### src/rtl/rxd_pkg.sv
package rxd_pkg;
  localparam logic [1:0] ADDR_CFG  = 2'd0;
  localparam logic [1:0] ADDR_DATA = 2'd1;
  localparam logic [1:0] ADDR_STAT = 2'd2;

  localparam int ST_CRC = 0;
  localparam int ST_ABT = 1;
  localparam int ST_OVF = 2;

  typedef enum logic [1:0] {
    FS_RECV = 2'd0,
    FS_STAT = 2'd1,
    FS_DROP = 2'd2,
    FS_HOLD = 2'd3
  } fstate_t;

  function automatic logic [7:0] mk_status(input logic crc, input logic abt, input logic ovf);
    logic [7:0] s;
    s = '0;
    s[ST_CRC] = crc;
    s[ST_ABT] = abt;
    s[ST_OVF] = ovf;
    return s;
  endfunction
endpackage

### src/rtl/rxd_fifo.sv
module rxd_fifo #(
  parameter int W     = 9,
  parameter int DEPTH = 16,
  parameter int CW    = 5
) (
  input  logic          clk,
  input  logic          rst_n,
  input  logic          wr_en,
  input  logic [W-1:0]  wr_word,
  input  logic          rd_en,
  output logic [W-1:0]  rd_word,
  output logic [CW-1:0] count,
  output logic          empty
);
  localparam int AW = (DEPTH > 1) ? $clog2(DEPTH) : 1;

  logic [W-1:0]  mem [DEPTH];
  logic [AW-1:0] wp, rp;
  logic [CW-1:0] cnt;
  logic          full;

  assign rd_word = mem[rp];
  assign count   = cnt;
  assign empty   = (cnt == '0);
  assign full    = (cnt == CW'(DEPTH));

  always_ff @(posedge clk) begin
    if (wr_en) mem[wp] <= wr_word;
  end

  always_ff @(posedge clk or negedge rst_n) begin
    if (!rst_n) begin
      wp  <= '0;
      rp  <= '0;
      cnt <= '0;
    end else begin
      if (wr_en) wp <= (wp == AW'(DEPTH-1)) ? '0 : wp + 1'b1;
      if (rd_en) rp <= (rp == AW'(DEPTH-1)) ? '0 : rp + 1'b1;
      case ({wr_en, rd_en})
        2'b10:   cnt <= cnt + 1'b1;
        2'b01:   cnt <= cnt - 1'b1;
        default: cnt <= cnt;
      endcase
    end
  end


  fifo_no_overflow_chk: assert property (@(posedge clk) disable iff (!rst_n)
    wr_en |-> !full);


  fifo_count_up_chk: assert property (@(posedge clk) disable iff (!rst_n)
    (wr_en && !rd_en) |=> (cnt == $past(cnt) + CW'(1)));
endmodule

### src/rtl/rxd_frame_ctl.sv
module rxd_frame_ctl
  import rxd_pkg::*;
#(
  parameter int DW    = 8,
  parameter int DEPTH = 16,
  parameter int CW    = 5
) (
  input  logic          clk,
  input  logic          rst_n,
  input  logic          en,
  input  logic          in_valid,
  input  logic [DW-1:0] in_data,
  input  logic          in_last,
  input  logic          in_abort,
  input  logic          in_crc_err,
  input  logic [CW-1:0] fifo_count,
  input  logic          release_i,
  output logic          in_ready,
  output logic          wr_en,
  output logic [DW:0]   wr_word,
  output logic          held
);
  fstate_t       st;
  logic [DW-1:0] pend_stat;
  logic          accept;
  logic          room;

  assign room     = (fifo_count < CW'(DEPTH-1));
  assign in_ready = en && ((st == FS_RECV) || (st == FS_DROP));
  assign accept   = in_valid && in_ready;
  assign held     = (st == FS_HOLD);

  always_comb begin
    wr_en   = 1'b0;
    wr_word = '0;
    case (st)
      FS_RECV: begin
        if (accept) begin
          wr_en = 1'b1;
          if (room) wr_word = {1'b0, in_data};
          else      wr_word = {1'b1, DW'(mk_status(1'b0, 1'b0, 1'b1))};
        end
      end
      FS_STAT: begin
        wr_en   = 1'b1;
        wr_word = {1'b1, pend_stat};
      end
      default: begin
        wr_en   = 1'b0;
        wr_word = '0;
      end
    endcase
  end

  always_ff @(posedge clk or negedge rst_n) begin
    if (!rst_n) begin
      st        <= FS_RECV;
      pend_stat <= '0;
    end else begin
      case (st)
        FS_RECV: begin
          if (accept) begin
            if (!room) begin
              st <= in_last ? FS_HOLD : FS_DROP;
            end else if (in_last) begin
              pend_stat <= DW'(mk_status(in_crc_err, in_abort, 1'b0));
              st        <= FS_STAT;
            end
          end
        end
        FS_STAT: st <= FS_HOLD;
        FS_DROP: if (accept && in_last) st <= FS_HOLD;
        FS_HOLD: if (release_i) st <= FS_RECV;
        default: st <= FS_RECV;
      endcase
    end
  end


  stat_follows_last_chk: assert property (@(posedge clk) disable iff (!rst_n)
    (st == FS_RECV && accept && in_last && room) |=> (wr_en && wr_word[DW]));


  hold_no_ready_chk: assert property (@(posedge clk) disable iff (!rst_n)
    (held && !release_i) |=> !in_ready);
endmodule

### src/rtl/rxd_regs.sv
module rxd_regs
  import rxd_pkg::*;
#(
  parameter int DW = 8
) (
  input  logic          clk,
  input  logic          rst_n,
  input  logic          reg_rd,
  input  logic          reg_wr,
  input  logic [1:0]    reg_addr,
  input  logic [1:0]    reg_wdata,
  input  logic          fifo_empty,
  input  logic [DW:0]   head_word,
  input  logic          held,
  output logic          pop,
  output logic [DW-1:0] reg_rdata,
  output logic          rme,
  output logic          en,
  output logic          release_o
);
  logic [1:0]    cfg;
  logic [DW-1:0] stat_q;
  logic          data_rd, stat_rd;

  assign data_rd   = reg_rd && (reg_addr == ADDR_DATA);
  assign stat_rd   = reg_rd && (reg_addr == ADDR_STAT);
  assign pop       = data_rd && !fifo_empty;
  assign release_o = stat_rd && rme && held;
  assign en        = cfg[0] && cfg[1];

  always_ff @(posedge clk or negedge rst_n) begin
    if (!rst_n) begin
      cfg       <= '0;
      stat_q    <= '0;
      rme       <= 1'b0;
      reg_rdata <= '0;
    end else begin
      if (reg_wr && (reg_addr == ADDR_CFG)) cfg <= reg_wdata;
      if (pop && head_word[DW]) begin
        rme    <= 1'b1;
        stat_q <= head_word[DW-1:0];
      end else if (release_o) begin
        rme <= 1'b0;
      end
      if (reg_rd) begin
        case (reg_addr)
          ADDR_CFG:  reg_rdata <= {{(DW-2){1'b0}}, cfg};
          ADDR_DATA: reg_rdata <= pop ? head_word[DW-1:0] : '0;
          ADDR_STAT: reg_rdata <= stat_q;
          default:   reg_rdata <= '0;
        endcase
      end
    end
  end


  rme_set_chk: assert property (@(posedge clk) disable iff (!rst_n)
    (pop && head_word[DW]) |=> rme);


  rme_keep_chk: assert property (@(posedge clk) disable iff (!rst_n)
    (rme && !release_o) |=> rme);
endmodule

### src/rtl/frm_rx_dma.sv
module frm_rx_dma #(
  parameter int DW    = 8,
  parameter int DEPTH = 16
) (
  input  logic          clk,
  input  logic          rst_n,
  input  logic          in_valid,
  output logic          in_ready,
  input  logic [DW-1:0] in_data,
  input  logic          in_last,
  input  logic          in_abort,
  input  logic          in_crc_err,
  input  logic          reg_rd,
  input  logic          reg_wr,
  input  logic [1:0]    reg_addr,
  input  logic [1:0]    reg_wdata,
  output logic [DW-1:0] reg_rdata,
  output logic          dma_rd_req,
  output logic          msg_end
);
  localparam int CW = $clog2(DEPTH + 1);
  localparam int EW = DW + 1;

  logic          en, pop, wr_en, held, release_w, fifo_empty;
  logic [DW:0]   wr_word, head_word;
  logic [CW-1:0] fifo_count;

  rxd_fifo #(.W(EW), .DEPTH(DEPTH), .CW(CW)) u_fifo (
    .clk(clk), .rst_n(rst_n), .wr_en(wr_en), .wr_word(wr_word),
    .rd_en(pop), .rd_word(head_word), .count(fifo_count), .empty(fifo_empty)
  );

  rxd_frame_ctl #(.DW(DW), .DEPTH(DEPTH), .CW(CW)) u_ctl (
    .clk(clk), .rst_n(rst_n), .en(en), .in_valid(in_valid), .in_data(in_data),
    .in_last(in_last), .in_abort(in_abort), .in_crc_err(in_crc_err),
    .fifo_count(fifo_count), .release_i(release_w), .in_ready(in_ready),
    .wr_en(wr_en), .wr_word(wr_word), .held(held)
  );

  rxd_regs #(.DW(DW)) u_regs (
    .clk(clk), .rst_n(rst_n), .reg_rd(reg_rd), .reg_wr(reg_wr),
    .reg_addr(reg_addr), .reg_wdata(reg_wdata), .fifo_empty(fifo_empty),
    .head_word(head_word), .held(held), .pop(pop), .reg_rdata(reg_rdata),
    .rme(msg_end), .en(en), .release_o(release_w)
  );

  assign dma_rd_req = en && !fifo_empty;


  drr_fall_chk: assert property (@(posedge clk) disable iff (!rst_n)
    (dma_rd_req && pop && (fifo_count == CW'(1)) && !wr_en) |=> !dma_rd_req);


  drr_needs_en_chk: assert property (@(posedge clk) disable iff (!rst_n)
    (dma_rd_req || in_ready) |-> en);
endmodule

### config.mk
export PLATFORM = sky130hd
export DESIGN_NAME = frm_rx_dma
export DESIGN_NICKNAME = d
export VERILOG_FILES = /design/src/rtl/rxd_pkg.sv /design/src/rtl/rxd_fifo.sv /design/src/rtl/rxd_frame_ctl.sv /design/src/rtl/rxd_regs.sv /design/src/rtl/frm_rx_dma.sv
export SDC_FILE = /design/constraint.sdc
export NUM_CORES = 1
export LEC_CHECK = 0
export CORE_MARGIN = 4
export CORE_UTILIZATION = 40
export CTS_CLUSTER_SIZE = 30
export DETAILED_ROUTE_END_ITERATION = 12
export GPL_TIMING_DRIVEN = 0
export PLACE_DENSITY_LB_ADDON = 0.25
export SETUP_SLACK_MARGIN = 0.2
export SYNTH_ARGS = -nofsm -noshare
export SYNTH_HDL_FRONTEND = slang
export SYNTH_SLANG_ARGS = --single-unit
### constraint.sdc
create_clock -name clk -period 5.1 [get_ports clk]
set_input_delay 1.275 -clock clk [delete_from_list [all_inputs] [get_ports clk]]
set_output_delay 1.275 -clock clk [all_outputs]
set_load 0.005 [all_outputs]
==> metrics.md <==
| Metric | Value |
|---|---|
| Final min period | 4.29 ns |
| Synth top cells by count | edfxtp_1 (144), dfrtp_1 (36), mux4_2 (31) |
| Cell variety after synth | 48 |
| Met3 Use GR | 4.17% |
| Met1 GRT Util | around 21% |
| DR WL/cell | 21.1 um |
| Post-synthesis xor/xnor area fraction | 0.921% |
| Worst EP required | about 5.4 ns |
| Core Region | 18700 sq um |
| Die width | 146 um |
| CP Capture Type | flop |
| Final net count | 529 |
| Main combinational cell family by area after synthesis | multiplexers |
| Die Ht | roughly 150 um |
| Vias/cell | ~5.4 |
| Post-Synth Simple-Gate Area | 5.85% |
| Ant diodes | 0 |
| Final Hold Vio Count | 0 |
| Num ports | 31 |
| First DRT Iteration DRCs | around 290 |
| Peak supply drop | 0.314 mV |
| Worst min-delay path class | flop to flop |
| Data arrival, critical path | 4.61 ns |
| Post-cts resize count | 0 |
| DRC violations left | 0 |
| Initial antenna violation count | 0 |
| Clock root cell | clkbuf_16 |
| Clock Latency Late Sink | approximately 0.44 ns |
| Critical path class | primary input to flop |
| Crit path launch type | primary input |
| CTS sink cnt | 180 |
| WP buf/inv | 3 |
| Cells along the critical path | clkdlybuf4s50_1 > nand3b_1 > a21oi_1 > clkbuf_1 > ha_1 > clkbuf_1 > xor2_1 > ha_1 > nor2b_1 > o21ai_0 > a31oi_1 > nor2_1 > xor2_1 |
| Ys async rst share | about 20% |
| Setup TNS Final | 0 ns |
| Dpl hpwl | between 10000 and 15000 um |
| CP max FO | 11 |
| Syn nets | around 480 |
| Setup repair after global routing missed its margin | false |
| Top_reg_cell synth | edfxtp_1 |
| Antenna Nets Post-Route | 0 |
| Area Growth Syn to Fin | 15.7% |
| Synthesized instance count | approximately 440 |
| Syn Std Cell Area | around 7600 sq um |
| Sequential area share after synthesis | between 60% and 70% |
| LEAKAGE | 3.00 nW |
| GRT Resource Usage Total | 15.4% |
| First-pass GRT wire length | about 25000 um |
| Adder-cell share of the synthesized area | between 2 and 2.5% |
| Slew at the pin closest to its max-slew limit | ~1.2 ns |
| Slew Viols, Final | 0 |
| Post-synth top area share | 56.8% |
| Routability-driven placement congestion ratio | 0.856 |
| Post-CTS Hold Fix Bufs | 0 |
| Filler cells | around 1600 |
| Most common cell in the netlist | edfxtp_1 |
| Final wirelength | about 16000 um |
| Port-buffer cells | 30 |
| Max Cap Viol | 0 |
| Seq cells post-synth | 180 |
| Vias in the first global route | 4192 |
| Yosys warnings | 0 |
| Initial core utilization | just over 40% |
| Longest Clk Path Bufs | 2 |
| # setup viols final | 0 |
| Post-CTS setup buffers | 0 |
| Row count | 50 |
| CP max-delay cell | a21oi_1 |
| Status | finished clean |
| EDFF count, synth | 144 |
| Max-slew headroom | a little under a quarter |
| H-tree levels | 4 |
| Cell family with most CP delay | buffers and inverters |
| Part of the cycle the worst path needs | 84.0% |
| PwrDens | between 500 and 600 nW/um^2 |
| Synth Area per Inst | about 17 sq um |
| Pin count of the biggest net entering global routing | 37 |
| CTS tree | yes |
| Die area | 21300 sq um |
| Final Skew | just over 0.02 ns |
| Post-synthesis compound-gate area fraction | roughly 5.6% |
| Layout cells sized above 1 | between 20% and 30% |
| Critical path's largest stage delay | between 0.6 and 0.7 ns |
| CTS clk-pin slew, worst paths | 0.07 ns |
| Top post-synthesis cells by area | edfxtp_1 (57%), dfrtp_1 (12%), mux4_2 (9.2%) |
| Via count | slightly above 4000 |
| Pre-antenna DRT Iters | 4 |
| Global route hottest layer | met2 |
| Placed Cells | 710 |
| Total global routing overflow | 0 |
| Area leader, netlist | edfxtp_1 |
| Max Clock Freq | approximately 0.23 GHz |
| Inserted Clock Buffers | 17 |
| Met2 Use GR | between 20% and 30% |
| Post-synthesis mux area share | roughly 14% |
| Finished Layout Cells | 742 |
## layout by cell type, fill, tap and decap left out, types with 2 or more instances in the layout
| cell type | Yosys | final |
|---|---|---|
| buf_1 | 4 | 4 |
| clkbuf_16 | 0 | 17 |
| inv_1 | 6 | 6 |
| inv_8 | 0 | 2 |
| buf_4 | 4 | 4 |
| inv_6 | 0 | 8 |
| mux2i_1 | 19 | 19 |
| buf_2 | 6 | 7 |
| nor2_1 | 23 | 23 |
| nand2_1 | 17 | 17 |
| a21oi_1 | 14 | 14 |
| dfrtp_1 | 36 | 36 |
| nand2b_1 | 3 | 3 |
| nand3b_1 | 5 | 5 |
| xnor2_1 | 3 | 3 |
| o21ai_0 | 9 | 9 |
| and2_1 | 8 | 8 |
| buf_6 | 2 | 4 |
| edfxtp_1 | 144 | 144 |
| mux2_2 | 16 | 16 |
| a221o_1 | 8 | 8 |
| clkdlybuf4s50_1 | 0 | 29 |
| nor3_2 | 0 | 4 |
| clkinv_2 | 0 | 3 |
| nor2b_1 | 15 | 15 |
| a211oi_1 | 4 | 4 |
| clkbuf_1 | 6 | 7 |
| a22o_1 | 3 | 3 |
| a211oi_2 | 4 | 4 |
| a21o_1 | 2 | 2 |
| xor2_1 | 5 | 5 |
| nand3_1 | 7 | 7 |
| o211ai_1 | 2 | 2 |
| a31oi_1 | 2 | 2 |
| mux4_2 | 31 | 31 |
| ha_1 | 14 | 14 |
## through the flow
step | cell area (sq um) | util, % | total power [mW] | setup slack (ns) | hold slack, ns
after floorplan | 7610 | - | 3.15 | 1.53 | 0.466
after CTS | 8810 | 47.1 | 4.96 | 0.801 | 0.511
final | 8810 | 47.1 | 4.91 | 0.815 | 0.511
after global routing | 8810 | 47.1 | 5.20 | 0.457 | 0.523
after global placement | 8200 | 43.9 | 3.61 | 0.337 | 0.486
after detailed placement | 8240 | 44.1 | 3.68 | 0.335 | 0.496
## power by group
group          switching, mW  total [mW]  internal (mW)  leakage (nW)
clock                  0.588        1.28          0.689         0.285
combinational          0.923        1.66          0.738          1.02
sequential             0.104        1.98           1.87          1.69
## sequential cells by signal, indices dropped and copies added, names as in the netlist
signal and cells:
u_ctl.st 2, u_ctl.pend_stat 2, u_fifo.wp 4, u_fifo.rp 4, u_regs.stat_q 8, u_regs.rme 1
u_fifo.mem 144, u_regs.cfg 2, u_regs.reg_rdata 8, u_fifo.count 5
## cell families after synthesis
group / Yosys count
xor+xnor: 8
mux: 67
buf+inv: 31
compound gates: 56
fa+ha+maj: 14
flops: 180
simple gates: 88
## cell type report
class,count,area (sq um),share of cell area [%]
flip-flops and latches,180,5230,59.3
inverters,7,26.3,0.298
well taps,234,293,3.32
clock buffers,18,429,4.87
repair buffers,32,318,3.61
plain buffers,24,145,1.65
clock inverters,14,138,1.56
multi-input cells,233,2230,25.4
## per-layer routing
layer | routed length, um | share of wire, %
met5 | 0 | 0
met4 | 181 | 1.2
met3 | 741 | 4.7
met2 | 7780 | 50
met1 | 6950 | 44
## worst paths after layout
check / depth (start not counted) / slack [ns] / startpoint / to
max: 13 / 0.81 / reg_addr[1] / u_fifo.count[4]
min: 1 / 0.51 / u_fifo.count[4] / u_fifo.count[4]
max reg2reg: 13 / 1.72 / u_fifo.count[1] / u_fifo.count[4]
min reg2reg: 1 / 0.51 / u_fifo.count[4] / u_fifo.count[4]
max in group asynchronous: 1 / 3.66 / rst_n / u_fifo.rp[3]
min in group asynchronous: 1 / 0.94 / rst_n / u_regs.reg_rdata[0]
(Power assumes the default switching activity.)
